==> src/rtl/vrg_pkg.sv <==
package vrg_pkg;
   localparam int unsigned OFS_W   = 4;
   localparam int unsigned FLAG_W  = 3;
   localparam int unsigned MIN_W   = 4;
endpackage

==> src/rtl/vrg_hold.sv <==
module vrg_hold #(
   parameter int unsigned W = 8
) (
   input  logic         clk,
   input  logic         rst_n,
   input  logic         load,
   input  logic [W-1:0] d,
   output logic [W-1:0] q
);
   always_ff @(posedge clk or negedge rst_n) begin
      if (!rst_n)    q <= '0;
      else if (load) q <= d;
   end

   // shadow copy only changes on a load cycle
   assert_hold_R9: assert property (@(posedge clk) disable iff (!rst_n)
      !load |=> $stable(q));
endmodule

==> src/rtl/vrg_span.sv <==
module vrg_span #(
   parameter int unsigned W = 8
) (
   input  logic [W-1:0] pos,
   input  logic [W-1:0] first,
   input  logic [W-1:0] after,
   output logic         hit
);
   always_comb begin
      if (first <= after) hit = (pos >= first) && (pos < after);
      else                hit = (pos >= first) || (pos < after);
   end
endmodule

==> src/rtl/vrg_count.sv <==
module vrg_count #(
   parameter int unsigned PW = 12,
   parameter int unsigned LW = 11
) (
   input  logic          clk,
   input  logic          rst_n,
   input  logic          en,
   input  logic [PW-1:0] h_max,
   input  logic [LW-1:0] v_max,
   output logic [PW-1:0] pix,
   output logic [LW-1:0] line,
   output logic          frame_end
);
   logic line_end;
   assign line_end  = (pix >= h_max);
   assign frame_end = line_end && (line >= v_max);

   always_ff @(posedge clk or negedge rst_n) begin
      if (!rst_n) begin
         pix  <= '0;
         line <= '0;
      end else if (!en) begin
         pix  <= '0;
         line <= '0;
      end else if (line_end) begin
         pix  <= '0;
         line <= (line >= v_max) ? '0 : line + 1'b1;
      end else begin
         pix  <= pix + 1'b1;
      end
   end

   assert_pix_step_R1: assert property (@(posedge clk) disable iff (!rst_n)
      (en && pix < h_max) |=> (pix == $past(pix) + 1'b1));
   assert_frame_wrap_R1: assert property (@(posedge clk) disable iff (!rst_n)
      (en && frame_end) |=> (pix == '0 && line == '0));
   assert_idle_count_R10: assert property (@(posedge clk) disable iff (!rst_n)
      !en |=> (pix == '0 && line == '0));
endmodule

==> src/rtl/vrg_derive.sv <==
module vrg_derive #(
   parameter int unsigned PW = 12,
   parameter int unsigned LW = 11
) (
   input  logic [PW-1:0]              h_max,
   input  logic [LW-1:0]              v_max,
   input  logic [LW-1:0]              de_v_begin,
   input  logic [LW-1:0]              de_v_end,
   input  logic [vrg_pkg::OFS_W-1:0]  odd_ofs,
   input  logic [PW-1:0]              hs_begin,
   output logic [LW-1:0]              odd_first,
   output logic [LW-1:0]              odd_after,
   output logic [PW-1:0]              odd_vs_px
);
   localparam int unsigned OW = vrg_pkg::OFS_W;
   logic [LW-1:0] ofs_ext;
   logic [PW:0]   tot, half, sum, wrapped;

   assign ofs_ext   = {{(LW-OW){odd_ofs[OW-1]}}, odd_ofs};
   assign odd_first = de_v_begin + (v_max >> 1) + ofs_ext;
   assign odd_after = odd_first + (de_v_end - de_v_begin);

   assign tot     = {1'b0, h_max} + (PW+1)'(1);
   assign half    = tot >> 1;
   assign sum     = {1'b0, hs_begin} + half;
   assign wrapped = (sum >= tot) ? sum - tot : sum;
   assign odd_vs_px = wrapped[PW-1:0];
endmodule

==> src/rtl/vrg_vs_win.sv <==
module vrg_vs_win #(
   parameter int unsigned PW = 12,
   parameter int unsigned LW = 11
) (
   input  logic          ena,
   input  logic [PW-1:0] pix,
   input  logic [LW-1:0] line,
   input  logic [LW-1:0] bline,
   input  logic [LW-1:0] eline,
   input  logic [PW-1:0] col,
   output logic          hit
);
   logic past_start, past_stop;
   assign past_start = (line > bline) || ((line == bline) && (pix >= col));
   assign past_stop  = (line > eline) || ((line == eline) && (pix >= col));
   assign hit = ena && past_start && !past_stop;
endmodule

==> src/rtl/vid_raster_gen.sv <==
module vid_raster_gen #(
   parameter int unsigned PW = 12,
   parameter int unsigned LW = 11
) (
   input  logic          clk,
   input  logic          rst_n,
   input  logic          en,
   input  logic          interlace,
   input  logic          hs_pol,
   input  logic          vs_pol,
   input  logic [PW-1:0] h_max,
   input  logic [LW-1:0] v_max,
   input  logic [LW-1:0] f1_line,
   input  logic [PW-1:0] de_h_begin,
   input  logic [PW-1:0] de_h_end,
   input  logic [LW-1:0] de_v_begin,
   input  logic [LW-1:0] de_v_end,
   input  logic [3:0]    odd_ofs,
   input  logic [PW-1:0] hs_begin,
   input  logic [PW-1:0] hs_end,
   input  logic [LW-1:0] vs_even_bline,
   input  logic [LW-1:0] vs_even_eline,
   input  logic [LW-1:0] vs_odd_bline,
   input  logic [LW-1:0] vs_odd_eline,
   output logic          hsync_o,
   output logic          vsync_o,
   output logic          de_o,
   output logic          field_o
);
   localparam int unsigned CW = vrg_pkg::FLAG_W + vrg_pkg::OFS_W + 5*PW + 8*LW;

   initial begin
      assert (PW >= vrg_pkg::MIN_W) else $error("PW too small");
      assert (LW > vrg_pkg::OFS_W)  else $error("LW too small");
   end

   // ---- shadow configuration ----
   logic          s_il, s_hp, s_vp;
   logic [3:0]    s_ofs;
   logic [PW-1:0] s_hmax, s_dhb, s_dhe, s_hsb, s_hse;
   logic [LW-1:0] s_vmax, s_f1, s_dvb, s_dve, s_veb, s_vee, s_vob, s_voe;
   logic [CW-1:0] cfg_live, cfg_q;
   logic          load, frame_end;

   assign cfg_live = {interlace, hs_pol, vs_pol, odd_ofs,
                      h_max, de_h_begin, de_h_end, hs_begin, hs_end,
                      v_max, f1_line, de_v_begin, de_v_end,
                      vs_even_bline, vs_even_eline, vs_odd_bline, vs_odd_eline};
   assign {s_il, s_hp, s_vp, s_ofs,
           s_hmax, s_dhb, s_dhe, s_hsb, s_hse,
           s_vmax, s_f1, s_dvb, s_dve,
           s_veb, s_vee, s_vob, s_voe} = cfg_q;
   assign load = !en || frame_end;

   vrg_hold #(.W(CW)) u_hold (
      .clk(clk), .rst_n(rst_n), .load(load), .d(cfg_live), .q(cfg_q));

   // ---- counters ----
   logic [PW-1:0] pix;
   logic [LW-1:0] line;

   vrg_count #(.PW(PW), .LW(LW)) u_count (
      .clk(clk), .rst_n(rst_n), .en(en), .h_max(s_hmax), .v_max(s_vmax),
      .pix(pix), .line(line), .frame_end(frame_end));

   // ---- second-field derivation ----
   logic [LW-1:0] odd_first, odd_after;
   logic [PW-1:0] odd_col;

   vrg_derive #(.PW(PW), .LW(LW)) u_derive (
      .h_max(s_hmax), .v_max(s_vmax), .de_v_begin(s_dvb), .de_v_end(s_dve),
      .odd_ofs(s_ofs), .hs_begin(s_hsb),
      .odd_first(odd_first), .odd_after(odd_after), .odd_vs_px(odd_col));

   // ---- windows ----
   logic fld, h_de, v_de_even, v_de_odd, hs_hit;
   assign fld = s_il && (line >= s_f1);

   vrg_span #(.W(PW)) u_hde  (.pos(pix),  .first(s_dhb),     .after(s_dhe),     .hit(h_de));
   vrg_span #(.W(LW)) u_vde0 (.pos(line), .first(s_dvb),     .after(s_dve),     .hit(v_de_even));
   vrg_span #(.W(LW)) u_vde1 (.pos(line), .first(odd_first), .after(odd_after), .hit(v_de_odd));
   vrg_span #(.W(PW)) u_hs   (.pos(pix),  .first(s_hsb),     .after(s_hse),     .hit(hs_hit));

   logic [1:0]    vs_hit;
   logic [LW-1:0] vs_b [2];
   logic [LW-1:0] vs_e [2];
   logic [PW-1:0] vs_c [2];
   logic          vs_ena [2];
   assign vs_b[0] = s_veb;  assign vs_e[0] = s_vee;  assign vs_c[0] = s_hsb;  assign vs_ena[0] = 1'b1;
   assign vs_b[1] = s_vob;  assign vs_e[1] = s_voe;  assign vs_c[1] = odd_col; assign vs_ena[1] = s_il;

   for (genvar g = 0; g < 2; g++) begin : g_vs
      vrg_vs_win #(.PW(PW), .LW(LW)) u_win (
         .ena(vs_ena[g]), .pix(pix), .line(line),
         .bline(vs_b[g]), .eline(vs_e[g]), .col(vs_c[g]), .hit(vs_hit[g]));
   end

   // ---- output stage ----
   logic de_next;
   assign de_next = h_de && (fld ? v_de_odd : v_de_even);

   always_ff @(posedge clk or negedge rst_n) begin
      if (!rst_n) begin
         hsync_o <= 1'b0;
         vsync_o <= 1'b0;
         de_o    <= 1'b0;
         field_o <= 1'b0;
      end else if (!en) begin
         hsync_o <= ~s_hp;
         vsync_o <= ~s_vp;
         de_o    <= 1'b0;
         field_o <= 1'b0;
      end else begin
         hsync_o <= hs_hit ? s_hp : ~s_hp;
         vsync_o <= (|vs_hit) ? s_vp : ~s_vp;
         de_o    <= de_next;
         field_o <= fld;
      end
   end

   assert_idle_out_R10: assert property (@(posedge clk) disable iff (!rst_n)
      !en |=> (!de_o && !field_o && hsync_o != $past(s_hp) && vsync_o != $past(s_vp)));
   assert_field_prog_R7: assert property (@(posedge clk) disable iff (!rst_n)
      (en && !s_il) |=> !field_o);
   assert_no_odd_vs_R6: assert property (@(posedge clk) disable iff (!rst_n)
      !s_il |-> !vs_hit[1]);
endmodule

==> config.mk <==
export PLATFORM = sky130hd
export DESIGN_NAME = vid_raster_gen
export DESIGN_NICKNAME = d
export VERILOG_FILES = /design/src/rtl/vrg_pkg.sv /design/src/rtl/vrg_hold.sv /design/src/rtl/vrg_span.sv /design/src/rtl/vrg_count.sv /design/src/rtl/vrg_derive.sv /design/src/rtl/vrg_vs_win.sv /design/src/rtl/vid_raster_gen.sv
export SDC_FILE = /design/constraint.sdc
export NUM_CORES = 1
export LEC_CHECK = 0
export BUFFER_PORTS_ARGS = -buffer_cell sky130_fd_sc_hd__buf_2
export CAP_MARGIN = 20
export CORE_MARGIN = 2
export CORE_UTILIZATION = 50
export CTS_CLUSTER_DIAMETER = 120
export CTS_CLUSTER_SIZE = 20
export DETAILED_ROUTE_END_ITERATION = 12
export GPL_TIMING_DRIVEN = 0
export HOLD_SLACK_MARGIN = 0.08
export PLACE_DENSITY = 0.7
export SETUP_SLACK_MARGIN = 0.05
export SLEW_MARGIN = 0
export SYNTH_ARGS = -nofsm -noshare
export SYNTH_HDL_FRONTEND = slang
export SYNTH_SLANG_ARGS = --single-unit
==> constraint.sdc <==
create_clock -name clk -period 7.27 [get_ports clk]
set_input_delay 1.0905 -clock clk [delete_from_list [all_inputs] [get_ports clk]]
set_output_delay 1.0905 -clock clk [all_outputs]
set_load 0.03 [all_outputs]
==> results of run 1 <==
## final timing paths
| kind | slack (ps) | start | end |
|---|---|---|---|
| max in group asynchronous | 5740 | rst_n | u_hold.q[16] |
| worst max-delay path | 720 | u_hold.q[57] | de_o |
| worst max register to register | 720 | u_hold.q[57] | de_o |
| worst min register to register | 480 | u_hold.q[153] | hsync_o |
| worst min-delay path | 480 | u_hold.q[153] | hsync_o |
| min in group asynchronous | 550 | rst_n | u_hold.q[143] |
## flip-flops by register name (all words and copies together), names as in the netlist
signal,count
vsync_o,1
u_hold.q,155
u_count.pix,12
field_o,1
de_o,1
hsync_o,1
u_count.line,11
## area by class of cell
type                            instances  share of cell area [%]
Clock buffer                           22                    2.85
Inverter                              178                    4.01
Tap cell                              384                    2.89
Antenna cell                            2                  0.0301
Clock inverter                          9                   0.428
Sequential cell                       182                    27.3
Timing Repair Buffer                  162                    5.06
Multi-Input combinational cell       1067                    56.4
Buffer                                 22                    1.01
## kinds of logic after synthesis
family                   share of synthesized area (%)
flip-flops                                        30.8
multiplexers                                      12.4
XOR/XNOR                                          3.73
adder cells (fa/ha/maj)                           26.4
buffers and inverters                             5.66
AO/OA/AOI/OAI                                     11.8
AND/OR/NAND/NOR                                   9.14
## per-layer routing
layer | track usage, % | share of wire (%) | wire, um | vias to the layer above
met5 | 0 | 0 | 0 | -
met4 | 6.99 | 2.0 | 731 | 0
met3 | 4.22 | 4.3 | 1540 | 45
met2 | 41.8 | 49 | 17500 | 232
met1 | 30.9 | 45 | 16100 | 5541
li1 | - | - | - | 5521
## metrics by stage
stage	setup WS, ps	util [%]	instance area, um2	cells	hold WS [ps]
final	715	57.5	16700	2028	477
after global routing	355	57.5	16600	2026	506
after CTS	739	57.5	16600	2026	472
after detailed placement	795	55.6	16100	1995	467
after global placement	825	55.5	16100	1994	454
after floorplan	1650	-	14800	1449	436
## placed cells by master (no fill, tap or decap), types with 23 or more instances in the layout
cell     synthesis  final
a21o_1          37     37
a21oi_1         83     83
buf_2            0    160
dfrtp_1        182    182
fa_1            23     23
ha_1           274    274
inv_1          178    178
mux2_1          27     27
mux2_2         128    128
nand2_1         51     51
nand3_1         24     24
nand4_1         31     31
nor2_1          66     66
o21ai_0         62     62
xnor2_1         40     40
xor2_1          23     23
==> run metrics, run 1 <==
status=completed; Worst Hold Class=register to register; Crit path arrival time=6930 ps; Async SR Flop Fraction=100%; final worst path period need=6550 ps; register bit total from synthesis=around 180; endpoints failing setup=0; cts repair resizes=0; CP startpoint kind=register; Die H=176 um; worst-path fanout max=4; vias in the first global route=11,615; Top Family by Delay on Critical Path=adder cells; distinct cell type count after synthesis=62; skew final=16.4 ps; largest net degree at the start of global routing=123; Post-CTS Hold Fix Bufs=0; top cell type's share of synthesized area=around 30%; RSZ-0062 raised after global routing=false; Post-Syn Area=0.0148 mm2; hold path depth=1; Worst Path Required=7640 ps; top cell type by total area after synthesis=dfrtp_1; CTS buffer count=17; wire length of the first global-routing pass=just under 60,000 um; Tcrit/Tclk final=90.2%; cell count of the worst reg-to-reg path=23; global route overflow=0; Post-synth EDFFs=0; IO Port Bufs=161; clock slew seen by the registers of the worst setup and hold paths=around 70 ps; Skew-Pair Late Insertion Delay=450 ps; top area cells in the synthesized netlist=dfrtp_1 31%, ha_1 23%, mux2_2 9.8%; sequential area share after synthesis=30.8%; # Max-Cap Violations=0; Mapped Nets=roughly 1,900; Worst setup EP type=register; Post-Synthesis Cells=1,449; CTS tree=built; kind of critical path=register to register; clk buf depth=2; initial antenna violation count=3; Total Wirelength=between 30,000 and 40,000 um; Slowest cell on crit path=fa_1; antenna-violating nets left=0; nets=approximately 2,100; top cells by count, synth=274 x ha_1, 182 x dfrtp_1, 178 x inv_1; routability cong.=0.872; CTS sink count=182; IO Pins=around 160; vias per inst=roughly 5.6; Initial DRC Count=a little over 600; layout cells sized above 1=21.1%; Routed WL per cell=17.7 um; HPWL Detailed=28,100 um; H-tree levels=4; Critical path buffers and inverters=0; area of the die=0.0309 mm2; Row Count=62; Fmax=0.153 GHz; # fillers=2,517; GRT Util Overall=~24%; Layout area overhead=12.7%; DIE WIDTH=176 um; most frequent cell after synthesis=ha_1; Worst path depth=23; Initial Util=about half; CP most frequent cell=ha_1; Largest stage delay, worst path=around 560 ps; final hold vios=0; DR pass1 iterations=5; sequential cell area=~0.0046 mm2; critical-path cell list=fa_1 -> ha_1 -> a21o_1 -> a21oi_1 -> o21ai_0 -> or2_2 -> xor2_1 -> fa_1 -> ha_1 -> or4_1 -> a31o_1 -> a21oi_2 -> xnor2_1 -> xnor2_1 -> ha_1 -> nand4_1 -> nor3_1 -> o211ai_1 -> a31oi_1 -> a21oi_1 -> o31a_1 -> mux2i_1 -> and4b_1; # DRC=0; total negative slack=0 ps; Multi-input gate area=~0.0094 mm2; via count=11,339; clock root buffer master=clkbuf_16; Worst-Margin Slew=782 ps; Post-Syn Area per Cell=10.2 um2; post-CTS setup buffer count=0; headroom to the max-slew limit=47.8%; core footprint=approximately 0.029 mm2; pins over their slew limit=0; Synth Flop Type=dfrtp_1; Ys Warns=0
Power of run 1 is not shown: default switching activity piles up to over one toggle a cycle in this logic, so the estimate is an artifact.
==> run 2: changes to the inputs <==
--- a/config.mk
+++ b/config.mk
@@ -12,9 +12,9 @@
 export CTS_CLUSTER_DIAMETER = 120
 export CTS_CLUSTER_SIZE = 20
 export DETAILED_ROUTE_END_ITERATION = 12
-export GPL_TIMING_DRIVEN = 0
 export HOLD_SLACK_MARGIN = 0.08
 export PLACE_DENSITY = 0.7
+export RECOVER_POWER = 50
 export SETUP_SLACK_MARGIN = 0.05
 export SLEW_MARGIN = 0
 export SYNTH_ARGS = -nofsm -noshare
==> run metrics, run 2 (synthesis gave the netlist of run 1 again) <==
worst hold start=u_hold.q[153]; CTS buffer count=17 (unchanged); core footprint=0.0289 mm2 (unchanged); pins over their slew limit=113 (+113); critical-path cell list=fa_1 -> ha_1 -> fa_1 -> a21o_1 -> a21oi_1 -> o21bai_1 -> a21oi_1 -> xnor2_1 -> fa_1 -> ha_1 -> or4_1 -> a31o_1 -> a21oi_2 -> xnor2_1 -> xnor2_1 -> ha_1 -> nand4_1 -> nor3_1 -> o211ai_1 -> a31oi_1 -> a21oi_1 -> o31a_1 -> mux2i_1 -> and4b_1; leading cell type in the layout, fill and taps excluded=ha_1; initial antenna violation count=4 (+1); Layout area overhead=11.8%; # DRC=0 (unchanged); routability cong.=0.933 (+7.0%); Row Count=62 (unchanged); clock slew seen by the registers of the worst setup and hold paths=70 ps (about the same); endpoints failing setup=0 (unchanged); Critical path buffers and inverters=0 (unchanged); GRT Util Overall=23.7% (-0.43 points); area of the die=0.0309 mm2 (unchanged); final worst path period need=6180 ps (-377 ps); vias per inst=5.59 (about the same); DR pass1 iterations=5 (unchanged); nets=2,072 (-0.62%); hold path depth=1 (unchanged); final hold vios=0 (unchanged); CTS sink count=182 (unchanged); wire length of the first global-routing pass=57,300 um (-2.1%); failing checks=capacitance limit, slew limit; Largest stage delay, worst path=510 ps (-50 ps); Worst-Margin Slew=5280 ps (+4490 ps); HPWL Detailed=27,600 um (-1.9%); Skew-Pair Late Insertion Delay=440 ps (about the same); Initial DRC Count=510 (-16%); Crit path arrival time=6550 ps (-380 ps); cts repair resizes=0 (unchanged); Die H=176 um (unchanged); cell count of the worst reg-to-reg path=24 (+4.3%); Biggest register=u_hold.q; vias in the first global route=11,466 (-1.3%); Fmax=0.162 GHz (+6.1%); post-CTS setup buffer count=0 (unchanged); via count=11,268 (-0.63%); worst-path fanout max=4 (unchanged); IO Pins=162 (unchanged); headroom to the max-slew limit=-252% (-300 points); Critical R2R Launch=u_hold.q[56]; antenna-violating nets left=0 (unchanged); total negative slack=0 ps (unchanged); DIE WIDTH=176 um (unchanged); r2r endpoint=de_o; Tcrit/Tclk final=85.0% (-5.2 points); largest registers=u_hold.q (155), u_count.pix (12), u_count.line (11); Worst Hold Class=register to register; register-to-register setup slack=1090 ps (+380 ps); Worst setup EP type=register; Slowest cell on crit path=or4_1; skew final=10.0 ps (-6.32 ps); Total Wirelength=35,500 um (-0.86%); clk buf depth=2 (unchanged); Post-CTS Hold Fix Bufs=0 (unchanged); H-tree levels=4 (unchanged); # Max-Cap Violations=1 (+1); Top Family by Delay on Critical Path=adder cells; IO Port Bufs=161 (unchanged); CTS tree=built; most frequent cells in the layout=274 x ha_1, 182 x dfrtp_1, 178 x inv_1; clock root buffer master=clkbuf_16; RSZ-0062 raised after global routing=false; CP startpoint kind=register; max reg flops=155 (unchanged); kind of critical path=register to register; Initial Util=51.1% (unchanged); Routed WL per cell=17.6 um (-0.22%); largest net degree at the start of global routing=113 (-8.1%); hold endpoint=hsync_o; global route overflow=0 (unchanged); status=finished with violations; Worst Path Required=7650 ps (about the same); layout cells sized above 1=20.4% (-0.68 points)
[run 2: layout make-up]
cell class              instances  area [um2]
fillers                      2546       12400
multi-input cells            1067        9380
flip-flops and latches        182        4550
repair buffers                171         893
inverters                     178         668
well taps                     384         480
clock buffers                  21         470
clock inverters                 9        71.3
diodes                          3        7.51
[run 2: worst max path at each step]
stage,endpoint,cells past startpoint,slack [ps],from
6_report,de_o,24,1090,u_hold.q[56]
5_1_grt,u_hold.q[151],1,380,rst_n
4_1_cts,vsync_o,28,1110,u_hold.q[138]
3_5_place_dp,de_o,24,1160,u_hold.q[56]
3_3_place_gp,de_o,24,1350,u_hold.q[56]
2_1_floorplan,de_o,24,1650,u_hold.q[56]
[run 2: per-stage QoR]
stage	utilization, %	cells	area (um2)	setup WS [ps]	hold slack (ps)
global route	57.1	2013	16500	378	497
global placement	55.3	1982	16000	1350	447
detailed placement	55.3	1982	16000	1160	464
CTS	57.2	2012	16500	1110	472
floorplan	-	1449	14800	1650	436
finish	57.1	2015	16500	1090	471
[run 2: metal layers]
layer | vias to the layer above | track usage (%) | share of wire [%]
met3 | 59 | 5.11 | 5.6
met2 | 277 | 39.9 | 47
met1 | 5417 | 30.3 | 45
met5 | - | 0 | 0.037
li1 | 5513 | - | -
met4 | 2 | 7.89 | 2.7
[run 2: worst reg2reg max path: cells and delay by family (launching register included)]
kind,cells,cell delay (ps)
simple gates,4,1110
flops,1,430
xor+xnor,3,480
mux,1,120
compound gates,10,1760
fa+ha+maj,6,2220
Power of run 2 is left out for the same reason.
